$ cat src/rtl/dmactl_pkg.sv
package dmactl_pkg;
    localparam int NUM_CH   = 2;
    localparam int DATA_W   = 32;
    localparam int LANES    = DATA_W / 8;
    localparam int DWA_W    = 2;

    // command byte fields
    localparam int CMD_START = 0;
    localparam int CMD_DIR   = 3;
    // status byte fields
    localparam int ST_ACT    = 0;
    localparam int ST_ERR    = 1;
    localparam int ST_IRQ    = 2;
    localparam int ST_FLG_LO = 5;
    localparam int ST_FLG_HI = 6;
    // lanes within a command/status dword
    localparam int LANE_CMD  = 0;
    localparam int LANE_STAT = 2;

    typedef enum logic [0:0] {
        ST_IDLE = 1'b0,
        ST_RUN  = 1'b1
    } run_state_t;
endpackage

$ cat src/rtl/dmactl_run_fsm.sv
module dmactl_run_fsm
    import dmactl_pkg::*;
(
    input  logic       clk,
    input  logic       rst_n,
    input  logic       cmd_we,
    input  logic       wd_start,
    input  logic       wd_dir,
    input  logic       eng_active,
    input  logic       irq_flag,
    output logic [7:0] cmd_rd,
    output logic       dir_write,
    output logic       start_pulse,
    output logic       halt_pulse,
    output logic       abort_pulse
);
    run_state_t state_q, state_d;
    logic launch_d, stop_d, abort_d;
    logic dir_q;

    // next-state and transition decode
    always_comb begin
        state_d  = state_q;
        launch_d = 1'b0;
        stop_d   = 1'b0;
        abort_d  = 1'b0;
        unique case (state_q)
            ST_IDLE: begin
                if (cmd_we && wd_start) begin
                    state_d  = ST_RUN;
                    launch_d = 1'b1;
                end
            end
            ST_RUN: begin
                if (cmd_we && !wd_start) begin
                    state_d = ST_IDLE;
                    stop_d  = 1'b1;
                    abort_d = eng_active && !irq_flag;
                end
            end
            default: state_d = ST_IDLE;
        endcase
    end

    // state register
    always_ff @(posedge clk or negedge rst_n) begin
        if (!rst_n) state_q <= ST_IDLE;
        else        state_q <= state_d;
    end

    // registered outputs
    always_ff @(posedge clk or negedge rst_n) begin
        if (!rst_n) begin
            start_pulse <= 1'b0;
            halt_pulse  <= 1'b0;
            abort_pulse <= 1'b0;
        end else begin
            start_pulse <= launch_d;
            halt_pulse  <= stop_d;
            abort_pulse <= abort_d;
        end
    end

    always_ff @(posedge clk or negedge rst_n) begin
        if (!rst_n)      dir_q <= 1'b0;
        else if (cmd_we) dir_q <= wd_dir;
    end

    always_comb begin
        cmd_rd            = 8'h00;
        cmd_rd[CMD_DIR]   = dir_q;
        cmd_rd[CMD_START] = (state_q == ST_RUN);
    end
    assign dir_write = dir_q;

    // a start pulse only accompanies the idle-to-run move
    a_r5_start_on_launch: assert property (@(posedge clk) disable iff (!rst_n)
        start_pulse |-> (state_q == ST_RUN && $past(state_q) == ST_IDLE));
    // a halt pulse only follows a run-to-idle move
    a_r6_halt_from_run: assert property (@(posedge clk) disable iff (!rst_n)
        halt_pulse |-> (state_q == ST_IDLE && $past(state_q) == ST_RUN));
    // abort is always a qualified halt
    a_r7_abort_is_halt: assert property (@(posedge clk) disable iff (!rst_n)
        abort_pulse |-> halt_pulse);
    // pulses last one cycle
    a_r5_start_one_cycle: assert property (@(posedge clk) disable iff (!rst_n)
        start_pulse |=> !start_pulse);
endmodule

$ cat src/rtl/dmactl_status.sv
module dmactl_status
    import dmactl_pkg::*;
(
    input  logic       clk,
    input  logic       rst_n,
    input  logic       stat_we,
    input  logic       wd_err_clr,
    input  logic       wd_irq_clr,
    input  logic [1:0] wd_flags,
    input  logic       eng_active,
    input  logic       eng_error,
    input  logic       eng_irq,
    output logic [7:0] stat_rd,
    output logic       irq_flag
);
    logic       err_q, irq_q;
    logic [1:0] flags_q;

    always_ff @(posedge clk or negedge rst_n) begin
        if (!rst_n)                        err_q <= 1'b0;
        else if (eng_error)                err_q <= 1'b1;
        else if (stat_we && wd_err_clr)    err_q <= 1'b0;
    end

    always_ff @(posedge clk or negedge rst_n) begin
        if (!rst_n)                        irq_q <= 1'b0;
        else if (eng_irq)                  irq_q <= 1'b1;
        else if (stat_we && wd_irq_clr)    irq_q <= 1'b0;
    end

    always_ff @(posedge clk or negedge rst_n) begin
        if (!rst_n)       flags_q <= 2'b00;
        else if (stat_we) flags_q <= wd_flags;
    end

    always_comb begin
        stat_rd                      = 8'h00;
        stat_rd[ST_ACT]              = eng_active;
        stat_rd[ST_ERR]              = err_q;
        stat_rd[ST_IRQ]              = irq_q;
        stat_rd[ST_FLG_HI:ST_FLG_LO] = flags_q;
    end
    assign irq_flag = irq_q;

    // an engine event always lands, even against a clear
    a_r9_irq_sets: assert property (@(posedge clk) disable iff (!rst_n)
        eng_irq |=> irq_q);
    a_r9_err_sets: assert property (@(posedge clk) disable iff (!rst_n)
        eng_error |=> err_q);
    // a one-write without a competing event clears
    a_r9_irq_w1c: assert property (@(posedge clk) disable iff (!rst_n)
        (stat_we && wd_irq_clr && !eng_irq) |=> !irq_q);
endmodule

$ cat src/rtl/dmactl_ptr.sv
module dmactl_ptr
    import dmactl_pkg::*;
(
    input  logic              clk,
    input  logic              rst_n,
    input  logic              ptr_wr,
    input  logic [LANES-1:0]  be,
    input  logic [DATA_W-1:0] wd,
    output logic [DATA_W-1:0] ptr_rd
);
    logic [DATA_W-1:2] ptr_q;

    for (genvar ln = 0; ln < LANES; ln++) begin : g_lane
        if (ln == 0) begin : g_low
            always_ff @(posedge clk or negedge rst_n) begin
                if (!rst_n)                ptr_q[7:2] <= '0;
                else if (ptr_wr && be[0])  ptr_q[7:2] <= wd[7:2];
            end
        end else begin : g_full
            always_ff @(posedge clk or negedge rst_n) begin
                if (!rst_n)                 ptr_q[8*ln+7:8*ln] <= '0;
                else if (ptr_wr && be[ln])  ptr_q[8*ln+7:8*ln] <= wd[8*ln+7:8*ln];
            end
        end
    end

    assign ptr_rd = {ptr_q, 2'b00};
endmodule

$ cat src/rtl/dmactl_regs.sv
module dmactl_regs
    import dmactl_pkg::*;
(
    input  logic              clk,
    input  logic              rst_n,
    input  logic              req_valid,
    input  logic              req_write,
    input  logic [DWA_W-1:0]  req_dw_addr,
    input  logic [LANES-1:0]  req_be,
    input  logic [DATA_W-1:0] req_wdata,
    output logic              rd_valid,
    output logic [DATA_W-1:0] rd_data,
    input  logic [NUM_CH-1:0] eng_active,
    input  logic [NUM_CH-1:0] eng_error,
    input  logic [NUM_CH-1:0] eng_irq,
    output logic [NUM_CH-1:0] dir_write,
    output logic [NUM_CH-1:0] start_pulse,
    output logic [NUM_CH-1:0] halt_pulse,
    output logic [NUM_CH-1:0] abort_pulse,
    output logic [DATA_W-1:0] desc_ptr_pri,
    output logic [DATA_W-1:0] desc_ptr_sec
);
    localparam int CH_BIT  = 1;   // index bit selecting the channel
    localparam int PTR_BIT = 0;   // index bit selecting the pointer dword

    logic [DATA_W-1:0] cs_word [NUM_CH];
    logic [DATA_W-1:0] ptr_word[NUM_CH];

    for (genvar ch = 0; ch < NUM_CH; ch++) begin : g_ch
        logic       hit, cs_hit, cmd_we, stat_we, irq_flag;
        logic [7:0] cmd_rd, stat_rd;

        assign hit     = req_valid && req_write && (req_dw_addr[CH_BIT] == ch[0]);
        assign cs_hit  = hit && !req_dw_addr[PTR_BIT];
        assign cmd_we  = cs_hit && req_be[LANE_CMD];
        assign stat_we = cs_hit && req_be[LANE_STAT];

        dmactl_run_fsm u_fsm (
            .clk         (clk),
            .rst_n       (rst_n),
            .cmd_we      (cmd_we),
            .wd_start    (req_wdata[8*LANE_CMD + CMD_START]),
            .wd_dir      (req_wdata[8*LANE_CMD + CMD_DIR]),
            .eng_active  (eng_active[ch]),
            .irq_flag    (irq_flag),
            .cmd_rd      (cmd_rd),
            .dir_write   (dir_write[ch]),
            .start_pulse (start_pulse[ch]),
            .halt_pulse  (halt_pulse[ch]),
            .abort_pulse (abort_pulse[ch])
        );

        dmactl_status u_stat (
            .clk        (clk),
            .rst_n      (rst_n),
            .stat_we    (stat_we),
            .wd_err_clr (req_wdata[8*LANE_STAT + ST_ERR]),
            .wd_irq_clr (req_wdata[8*LANE_STAT + ST_IRQ]),
            .wd_flags   (req_wdata[8*LANE_STAT + ST_FLG_HI : 8*LANE_STAT + ST_FLG_LO]),
            .eng_active (eng_active[ch]),
            .eng_error  (eng_error[ch]),
            .eng_irq    (eng_irq[ch]),
            .stat_rd    (stat_rd),
            .irq_flag   (irq_flag)
        );

        dmactl_ptr u_ptr (
            .clk    (clk),
            .rst_n  (rst_n),
            .ptr_wr (hit && req_dw_addr[PTR_BIT]),
            .be     (req_be),
            .wd     (req_wdata),
            .ptr_rd (ptr_word[ch])
        );

        assign cs_word[ch] = {8'h00, stat_rd, 8'h00, cmd_rd};
    end

    assign desc_ptr_pri = ptr_word[0];
    assign desc_ptr_sec = ptr_word[1];

    logic [DATA_W-1:0] rd_mux;
    always_comb begin
        if (req_dw_addr[PTR_BIT]) rd_mux = ptr_word[req_dw_addr[CH_BIT]];
        else                      rd_mux = cs_word[req_dw_addr[CH_BIT]];
    end

    always_ff @(posedge clk or negedge rst_n) begin
        if (!rst_n) begin
            rd_valid <= 1'b0;
            rd_data  <= '0;
        end else begin
            rd_valid <= req_valid && !req_write;
            if (req_valid && !req_write) rd_data <= rd_mux;
        end
    end

    // pulses of one channel never come from a write aimed at the other
    a_r12_ch_isolation: assert property (@(posedge clk) disable iff (!rst_n)
        (req_valid && req_write && req_dw_addr[CH_BIT]) |=> !start_pulse[0] && !halt_pulse[0]);
    // read data strobe is a single cycle per read request
    a_r2_rd_after_req: assert property (@(posedge clk) disable iff (!rst_n)
        rd_valid |-> $past(req_valid) && !$past(req_write));
endmodule

$ cat config.mk
export PLATFORM = sky130hd
export DESIGN_NAME = dmactl_regs
export DESIGN_NICKNAME = d
export VERILOG_FILES = /design/src/rtl/dmactl_pkg.sv /design/src/rtl/dmactl_run_fsm.sv /design/src/rtl/dmactl_status.sv /design/src/rtl/dmactl_ptr.sv /design/src/rtl/dmactl_regs.sv
export SDC_FILE = /design/constraint.sdc
export NUM_CORES = 1
export LEC_CHECK = 0
export BUFFER_PORTS_ARGS = -buffer_cell sky130_fd_sc_hd__buf_2
export CAP_MARGIN = 20
export CORE_MARGIN = 5
export CORE_UTILIZATION = 35
export DETAILED_ROUTE_END_ITERATION = 8
export REMOVE_ABC_BUFFERS = 1
export SLEW_MARGIN = 20
export SYNTH_ARGS = -nofsm -noshare
export SYNTH_HDL_FRONTEND = slang
export SYNTH_HIERARCHICAL = 1
export SYNTH_SLANG_ARGS = --single-unit
$ cat constraint.sdc
create_clock -name clk -period 2.6 [get_ports clk]
set_input_delay 0.52 -clock clk [delete_from_list [all_inputs] [get_ports clk]]
set_output_delay 0.52 -clock clk [all_outputs]
set_load 0.02 [all_outputs]
**After elaboration in Yosys (flattened, before gate mapping)**

Cells that the tools add are included.

- $lt $le $gt $ge: 1
- Multiplexer cells: 31
- Bitwise gates (word level): 4
- Reduce and logical (&&, ||, !) cells: 39

Operator list:

| kind | number |
|---|---|
| 32-bit two-way mux | 6 |
| 1-bit logical AND | 30 |
| 23-bit two-way mux | 1 |
| 1-bit two-way mux | 22 |
| 2-bit nonzero test | 4 |
| 1-bit zero test | 5 |
| 1-bit case mux with 2 select lines | 2 |
| 1-bit NOT | 3 |
| 2-bit >= comparator, second input constant | 1 |
| 1-bit NOT with 2-bit output | 1 |

- Register bits: 111
- Input bits: 48
- Output and inout bits: 105
- Word-level logic and storage cells: 101

**Longest topological paths before layout**

Gate-level depths: netlist of the first run.

- Depth after elaboration: 7
- Depth in mapped cells: 7
- Gate-level depth less buffers: 4

**Modules after synthesis**

Netlist of the first run, hierarchy kept.

Modules (own cells, without submodules):

| module | instances | cells each | area an instance (um^2) | seq. area each (um^2) |
|---|---|---|---|---|
| dmactl_ptr | 2 | 67 | 1,129.8 | 750.7 |
| dmactl_regs | 1 | 121 | 1,856.8 | 825.8 |
| dmactl_run_fsm | 2 | 22 | 241.5 | 125.1 |
| dmactl_status | 2 | 17 | 193.9 | 100.1 |

**Least setup slack after synthesis of the first run**

OpenSTA, ideal clock, no wires.

- Path type: input -> register
- Start point: input req_dw_addr[1]
- End point: register g_ch[1].u_ptr.ptr_q, in the netlist g_ch[1].u_ptr/ptr_rd[2]
- Arrival: 1.841 ns
- Required time: 2.475 ns
- Setup slack: 0.634 ns
- Stages on the path: 7
- Cell sequence: buf_6 -> buf_12 -> buf_2 -> inv_1 -> nor2_1 -> nand2_1 -> mux2_2

- Cells in the longest elaborated chain, start to end: 3

RTL lines:

| what | line | RTL |
|---|---|---|
| from (decl) | dmactl_regs.sv:8 | `input logic [DWA_W-1:0] req_dw_addr,` |
| 1-bit logical AND | dmactl_regs.sv:33 | `assign hit = req_valid && req_write && (req_dw_addr[CH_BIT] == ch[0]);` |
| 1-bit logical AND | dmactl_regs.sv:70 | `.ptr_wr (hit && req_dw_addr[PTR_BIT]),` |
| 1-bit logical AND | dmactl_ptr.sv:17 | `else if (ptr_wr && be[0]) ptr_q[7:2] <= wd[7:2];` |
| to (decl) | dmactl_ptr.sv:11 | `logic [DATA_W-1:2] ptr_q;` |

Every way passes these cells.
A chain may end at the register's enable or synchronous reset.

**Worst setup path in the final report of the first run**

- Start point: input req_dw_addr[0]
- End point: register g_ch[0].u_ptr.ptr_q, in the netlist g_ch[0].u_ptr/ptr_rd[6]

- Cells in the longest elaborated chain, start to end: 2

RTL lines:

| what | line |
|---|---|
| 1-bit logical AND | dmactl_regs.sv:70 |
| 1-bit logical AND | dmactl_ptr.sv:17 |
| to (decl) | dmactl_ptr.sv:11 |

Every way passes these cells.

==> reports/qor.yml, run 1 <==
status: "complete, no violations"
globalplace.congestion: 0.750
synth-seq-cells: 111
skew_ns: 0.00349
clockBufferDepth: 2
cts_hold_buf: 0
intPower_mw: 3.46
yosysUniqueCellTypes: 25
ys.warnings.count: 6
first_pass_iters: 4
regArea_mm2: 0.00278
pwr_density_cell_mw_per_mm2: 839
timing.hold.ws_ns: 0.140
cts_max_level: 3
critPathTopFamily: "simple AND/OR/NAND/NOR gates"
hpwl_mm: 8.69
dr.first_iter.drc_count: 92
grt_pass1_wl_mm: 18.7
synth_top_area_share: 0.557
grt_util_all_layers: 0.146
setup_viol: 0
clkPwrFrac: 0.261
synth_cells: 333
pwr-share-comb: 0.282
worstMarginPinSlew_ns: 0.524
fin_cells: 658
grt_start_max_net_pins: 50
syn_avg_cell_area_um2: 15.0
cp-end-kind: "flop"
die_area_mm2: 0.0167
slew_viol_final: 0
worstPathMaxFanout: 14
grt_pass1_vias: 3483
period_share: 0.694
insertion_delay_ns: 0.34
arrival_ns: 2.03
rsz0062_at_grt: "no"
min_path_type: "in2async"
io_pins: 153
cts_setup_buffers: 0
hold_violations: 0
dr_total_vias: 3142
cts_tree: "built"
fmax_ghz: 0.554
areaGrowthSynthToFinish_pct: 21.8
cp_cell_sequence: "buf_2 > nand3_1 > nor2_1 > nand2_1 > mux2_2"
timing.slew.headroom: 0.648
placementRows: 43
vias_per_cell: 4.78
dp_cells: 643
setup_tns_ns: 0
synth_top_area_cell: "dfrtp_1"
n_antenna_cell: 0
cp_num_buf_inv: 1
core_area_mm2: 0.0139
seq_area_frac_synth: 0.557
switching_share: 0.321
die_w_um: 129
gr-total-overflow: 0
leakage_nw: 2.98
drc: 0
cts_num_sinks: 111
die_y_um: 129
layout-drive-gt1-share: 0.567
r2r_start: "g_ch[1].u_stat/irq_flag"
wire_per_inst_um: 17.9
grt_antenna_before_repair: 1
ir_drop_mv: 0.383
layout_commonest_cell: "buf_2"
most-common-layout-cells: "buf_2, dfrtp_1, mux2_2"
drt_wl_total_mm: 11.8
slowest_delay_ns: 0.36
multi_input_area_mm2: 0.00194
io_buffers: 147
period_needed_ns: 1.81
setup.worst_path.start: "req_dw_addr[0]"
seqPwrFrac: 0.457
netlist_area_mm2: 0.00499
clk_pin_slew_ns: 0.07
p_switching_mw: 1.64
fillerInstances: 1306
final_core_util: 0.436
critical_path_class: "in2reg"
synth.area.top_cells: "dfrtp_1, mux2_2, buf_4"
cts.repair.resized: 0
initial_core_util: 0.358
cp-start-kind: "primary input"
drv_cap: 0
cts-root-buf: "clkbuf_16"
drtAntennaViolNets: 0
cp.required_ns: 2.83
crit_path_top_delay_cell: "nor2_1"
nets: 522
cts_buffers: 9
kinds of logic (layout without fill, tap and decap cells):
logic type / count (synthesis) / count (layout) / share of synthesized area
compound gates: 22 / 22 / 0.0361
flops: 111 / 111 / 0.557
buf+inv: 46 / 175 / 0.0652
mux: 114 / 114 / 0.300
other cells: 6 / 22 / 0.00452
simple gates: 34 / 34 / 0.0371
routing by layer:
layer,GRT usage,vias up,wire length [um]
li1,-,1429,-
met1,0.183,1581,5090
met2,0.233,116,5350
met3,0.0565,14,1110
met4,0.0519,2,186
met5,0,-,13
per-stage QoR:
stage | instance area [um2] | power [mW] | setup WS, ns
2_1_floorplan | 4740 | 3.21 | 0.889
3_3_place_gp | 5790 | 3.78 | 0.446
6_report | 6070 | 5.10 | 0.795
3_5_place_dp | 5790 | 3.83 | 0.397
5_1_grt | 6070 | 5.37 | 0.571
4_1_cts | 6070 | 5.18 | 0.772
state kept, by name, indices dropped and copies added, names as in the netlist, named ones only:
signal,count
g_ch.u_fsm/abort_pulse,2
g_ch.u_stat/flags_q,4
rd_valid,1
g_ch.u_stat/err_q,2
g_ch.u_stat/irq_flag,2
rd_data,32
g_ch.u_fsm/dir_write,2
g_ch.u_fsm/halt_pulse,2
g_ch.u_fsm/start_pulse,2
g_ch.u_ptr/ptr_rd,60
synthesized netlist by cell type:
cell,number
conb_1,6
o2bb2ai_1,16
nand3b_1,1
buf_12,1
nand2b_1,2
mux2_4,7
buf_2,4
buf_4,33
nand2_1,8
mux4_2,9
nor2_1,8
mux2i_1,16
nand3_1,3
nand2_2,8
inv_1,3
a21o_1,4
nor4b_2,2
clkbuf_1,3
mux2_2,75
buf_6,1
dfrtp_1,111
o21ai_0,2
mux4_1,7
nor3_1,2
inv_2,1
area by class of cell:
type                    count  share of cell area
well taps                 180              0.0371
multi-input cells         192               0.320
inverters                   4             0.00247
repair buffers            156               0.137
clock buffers              11              0.0383
flip-flops and latches    111               0.457
clock inverters             4             0.00783
power groups by stage:
stage	Sequential, mW	Combinational, mW	Clock [mW]
after floorplan	2.74	0.472	0
after CTS	2.33	1.47	1.38
after detailed placement	2.36	1.47	0
final	2.33	1.44	1.33
after global placement	2.34	1.44	0
after global routing	2.38	1.55	1.44
worst paths after layout:
check                                             to  slack, ns  cells past startpoint
max in group asynchronous                rd_data[24]       1.74                      2
min in group clk                g_ch[1].u_stat/err_q       0.35                      2
hold / removal                           rd_data[11]       0.14                      1
setup reg to reg                         rd_data[18]       1.31                      2
hold reg to reg            g_ch[0].u_fsm/abort_pulse       0.46                      1
setup / recovery             g_ch[0].u_ptr/ptr_rd[6]       0.79                      5
Note: power is estimated with default switching activity, not from simulation.
==> run 2: changes to the inputs <==
==> constraint.sdc (replaced) <==
create_clock -name clk -period 1.5 [get_ports clk]
set_input_delay 0.3 -clock clk [delete_from_list [all_inputs] [get_ports clk]]
set_output_delay 0.3 -clock clk [all_outputs]
set_load 0.02 [all_outputs]
==> run 2 against run 1 <==
Count of clock-buffer cells in the layout rose by 2. Sequential power grew 73%. Cell count up 2.7%. Routed wire length down 0.18%. Cell area up 3.0%. Highest routed layer unchanged.
==> reports/qor.yml, run 2 (synthesized netlist as in run 1, its figures left out) <==
min_path_type: "in2reg"  # was in2async
period_needed_ns: 1.29
rsz0062_at_grt: "no"  # unchanged
globalplace.congestion: 0.751  # was 0.750
skew_ns: 0.00487  # was 0.00349 ns
layout-drive-gt1-share: 0.580  # was 0.567
timing.hold.ws_ns: 0.136  # was 0.140 ns
die_y_um: 129  # unchanged
vias_per_cell: 4.79  # was 4.78
cp-start-kind: "flop"  # was primary input
grt_antenna_before_repair: 2  # was 1
drt_wl_total_mm: 11.7  # was 11.8 mm
io_buffers: 147  # unchanged
hpwl_mm: 8.78  # was 8.69 mm
grt_pass1_wl_mm: 19.0  # was 18.7 mm
period_share: 0.862
gr-total-overflow: 0  # unchanged
drv_cap: 0  # unchanged
clkPwrFrac: 0.254  # was 0.261
critical_path_class: "reg2reg"  # was in2reg
fmax_ghz: 0.774
grt_start_max_net_pins: 56  # was 50
intPower_mw: 5.96  # was 3.46 mW
setup_viol: 0  # unchanged
placementRows: 43  # unchanged
ir_drop_mv: 0.615  # was 0.383 mV
die_w_um: 129  # unchanged
seqPwrFrac: 0.458  # was 0.457
nets: 538  # was 522
cts_num_sinks: 111  # unchanged
dp_slack_ns: -0.134  # was 0.397 ns
cts_setup_buffers: 0  # unchanged
cts-root-buf: "clkbuf_16"  # unchanged
cp.required_ns: 1.73  # was 2.83 ns
initial_core_util: 0.358  # unchanged
grt_util_all_layers: 0.148  # was 0.146
switching_share: 0.323  # was 0.321
cts_buffers: 9  # unchanged
cts_max_level: 3  # unchanged
cp-end-kind: "flop"  # unchanged
insertion_delay_ns: 0.35  # was 0.34 ns
fin_ws_ns: 0.207  # was 0.795 ns
wire_per_inst_um: 17.4  # was 17.9 um
pwr_density_cell_mw_per_mm2: 1410  # was 839 mW/mm2
io_pins: 153  # unchanged
slew_viol_final: 0  # unchanged
drc: 0  # unchanged
p_switching_mw: 2.85  # was 1.64 mW
grt_pass1_vias: 3591  # was 3483
dr_total_vias: 3238  # was 3142
die_area_mm2: 0.0167  # unchanged
arrival_ns: 1.52  # was 2.03 ns
status: "complete, no violations"  # unchanged
drtAntennaViolNets: 0  # unchanged
cts_tree: "built"  # unchanged
most-common-layout-cells: "buf_2, dfrtp_1, mux2_2"  # unchanged
clk_pin_slew_ns: 0.07  # about the same
hold_violations: 0  # unchanged
pwr-share-comb: 0.288  # was 0.282
first_pass_iters: 4  # unchanged
areaGrowthSynthToFinish_pct: 25.5  # was 21.8%
worstPathMaxFanout: 3  # was 14
leakage_nw: 3.09  # was 2.98 nW
clockBufferDepth: 2  # unchanged
setup_tns_ns: 0  # unchanged
core_area_mm2: 0.0139  # unchanged
largest_reg_flops: 60  # unchanged
layout_commonest_cell: "buf_2"  # unchanged
dr.first_iter.drc_count: 127  # was 92
-- run 2: final timing paths --
| path | slack, ns | start | to | cells after the start |
|---|---|---|---|---|
| max | 0.21 | g_ch[0].u_ptr/ptr_rd[16] | rd_data[16] | 2 |
| min | 0.14 | eng_error[0] | g_ch[0].u_stat/err_q | 2 |
| max reg2reg | 0.21 | g_ch[0].u_ptr/ptr_rd[16] | rd_data[16] | 2 |
| min reg2reg | 0.48 | g_ch[0].u_stat/irq_flag | g_ch[0].u_fsm/abort_pulse | 1 |
| max in group asynchronous | 0.68 | rst_n | asynchronous set/reset pin | 3 |
| min in group asynchronous | 0.32 | rst_n | rd_data[12] | 2 |
-- run 2: layout make-up --
class / instances / area (um2)
tap: 180 / 225
multi-input combinational: 192 / 1940
sequential: 111 / 2780
timing repair buffer: 172 / 1020
antenna: 1 / 2.50
clock inverter: 3 / 17.5
clock buffer: 13 / 260
fill: 1276 / 7680
inverter: 4 / 15.0
-- run 2: what timing repair did --
action                    4_1_cts  5_1_grt
gates resized for setup         0        0
hold endpoints to repair        5        0
hold buffers                    1        0
-- run 2: power by group through the flow --
stage	clock (mW)	sequential [mW]	combinational (mW)
floorplan	0	4.75	0.818
global placement	0	4.06	2.53
detailed placement	0	4.09	2.58
CTS	2.32	4.05	2.59
global route	2.42	4.13	2.75
finish	2.23	4.04	2.54
-- run 2: layer usage --
layer	vias up	track usage	part of all wire	wire length (um)
met5	-	0	0.0011	13
met4	2	0.0531	0.016	193
met3	14	0.0528	0.086	1010
met2	113	0.234	0.46	5460
met1	1649	0.189	0.43	5060
li1	1460	-	-	-
-- run 2: worst max-delay path: stages (launching register included) --
cell and delay (ns):
dfrtp_1 0.39, mux4_1 0.49, mux2_2 0.29
-- run 2: per-stage QoR --
step / std cells / utilization / power (mW) / cell area (um2)
final: 676 / 0.449 / 8.81 / 6260
after global routing: 676 / 0.449 / 9.30 / 6260
after CTS: 675 / 0.449 / 8.96 / 6260
after detailed placement: 658 / 0.428 / 6.67 / 5970
after global placement: 658 / 0.428 / 6.59 / 5970
after floorplan: 307 / - / 5.57 / 4740
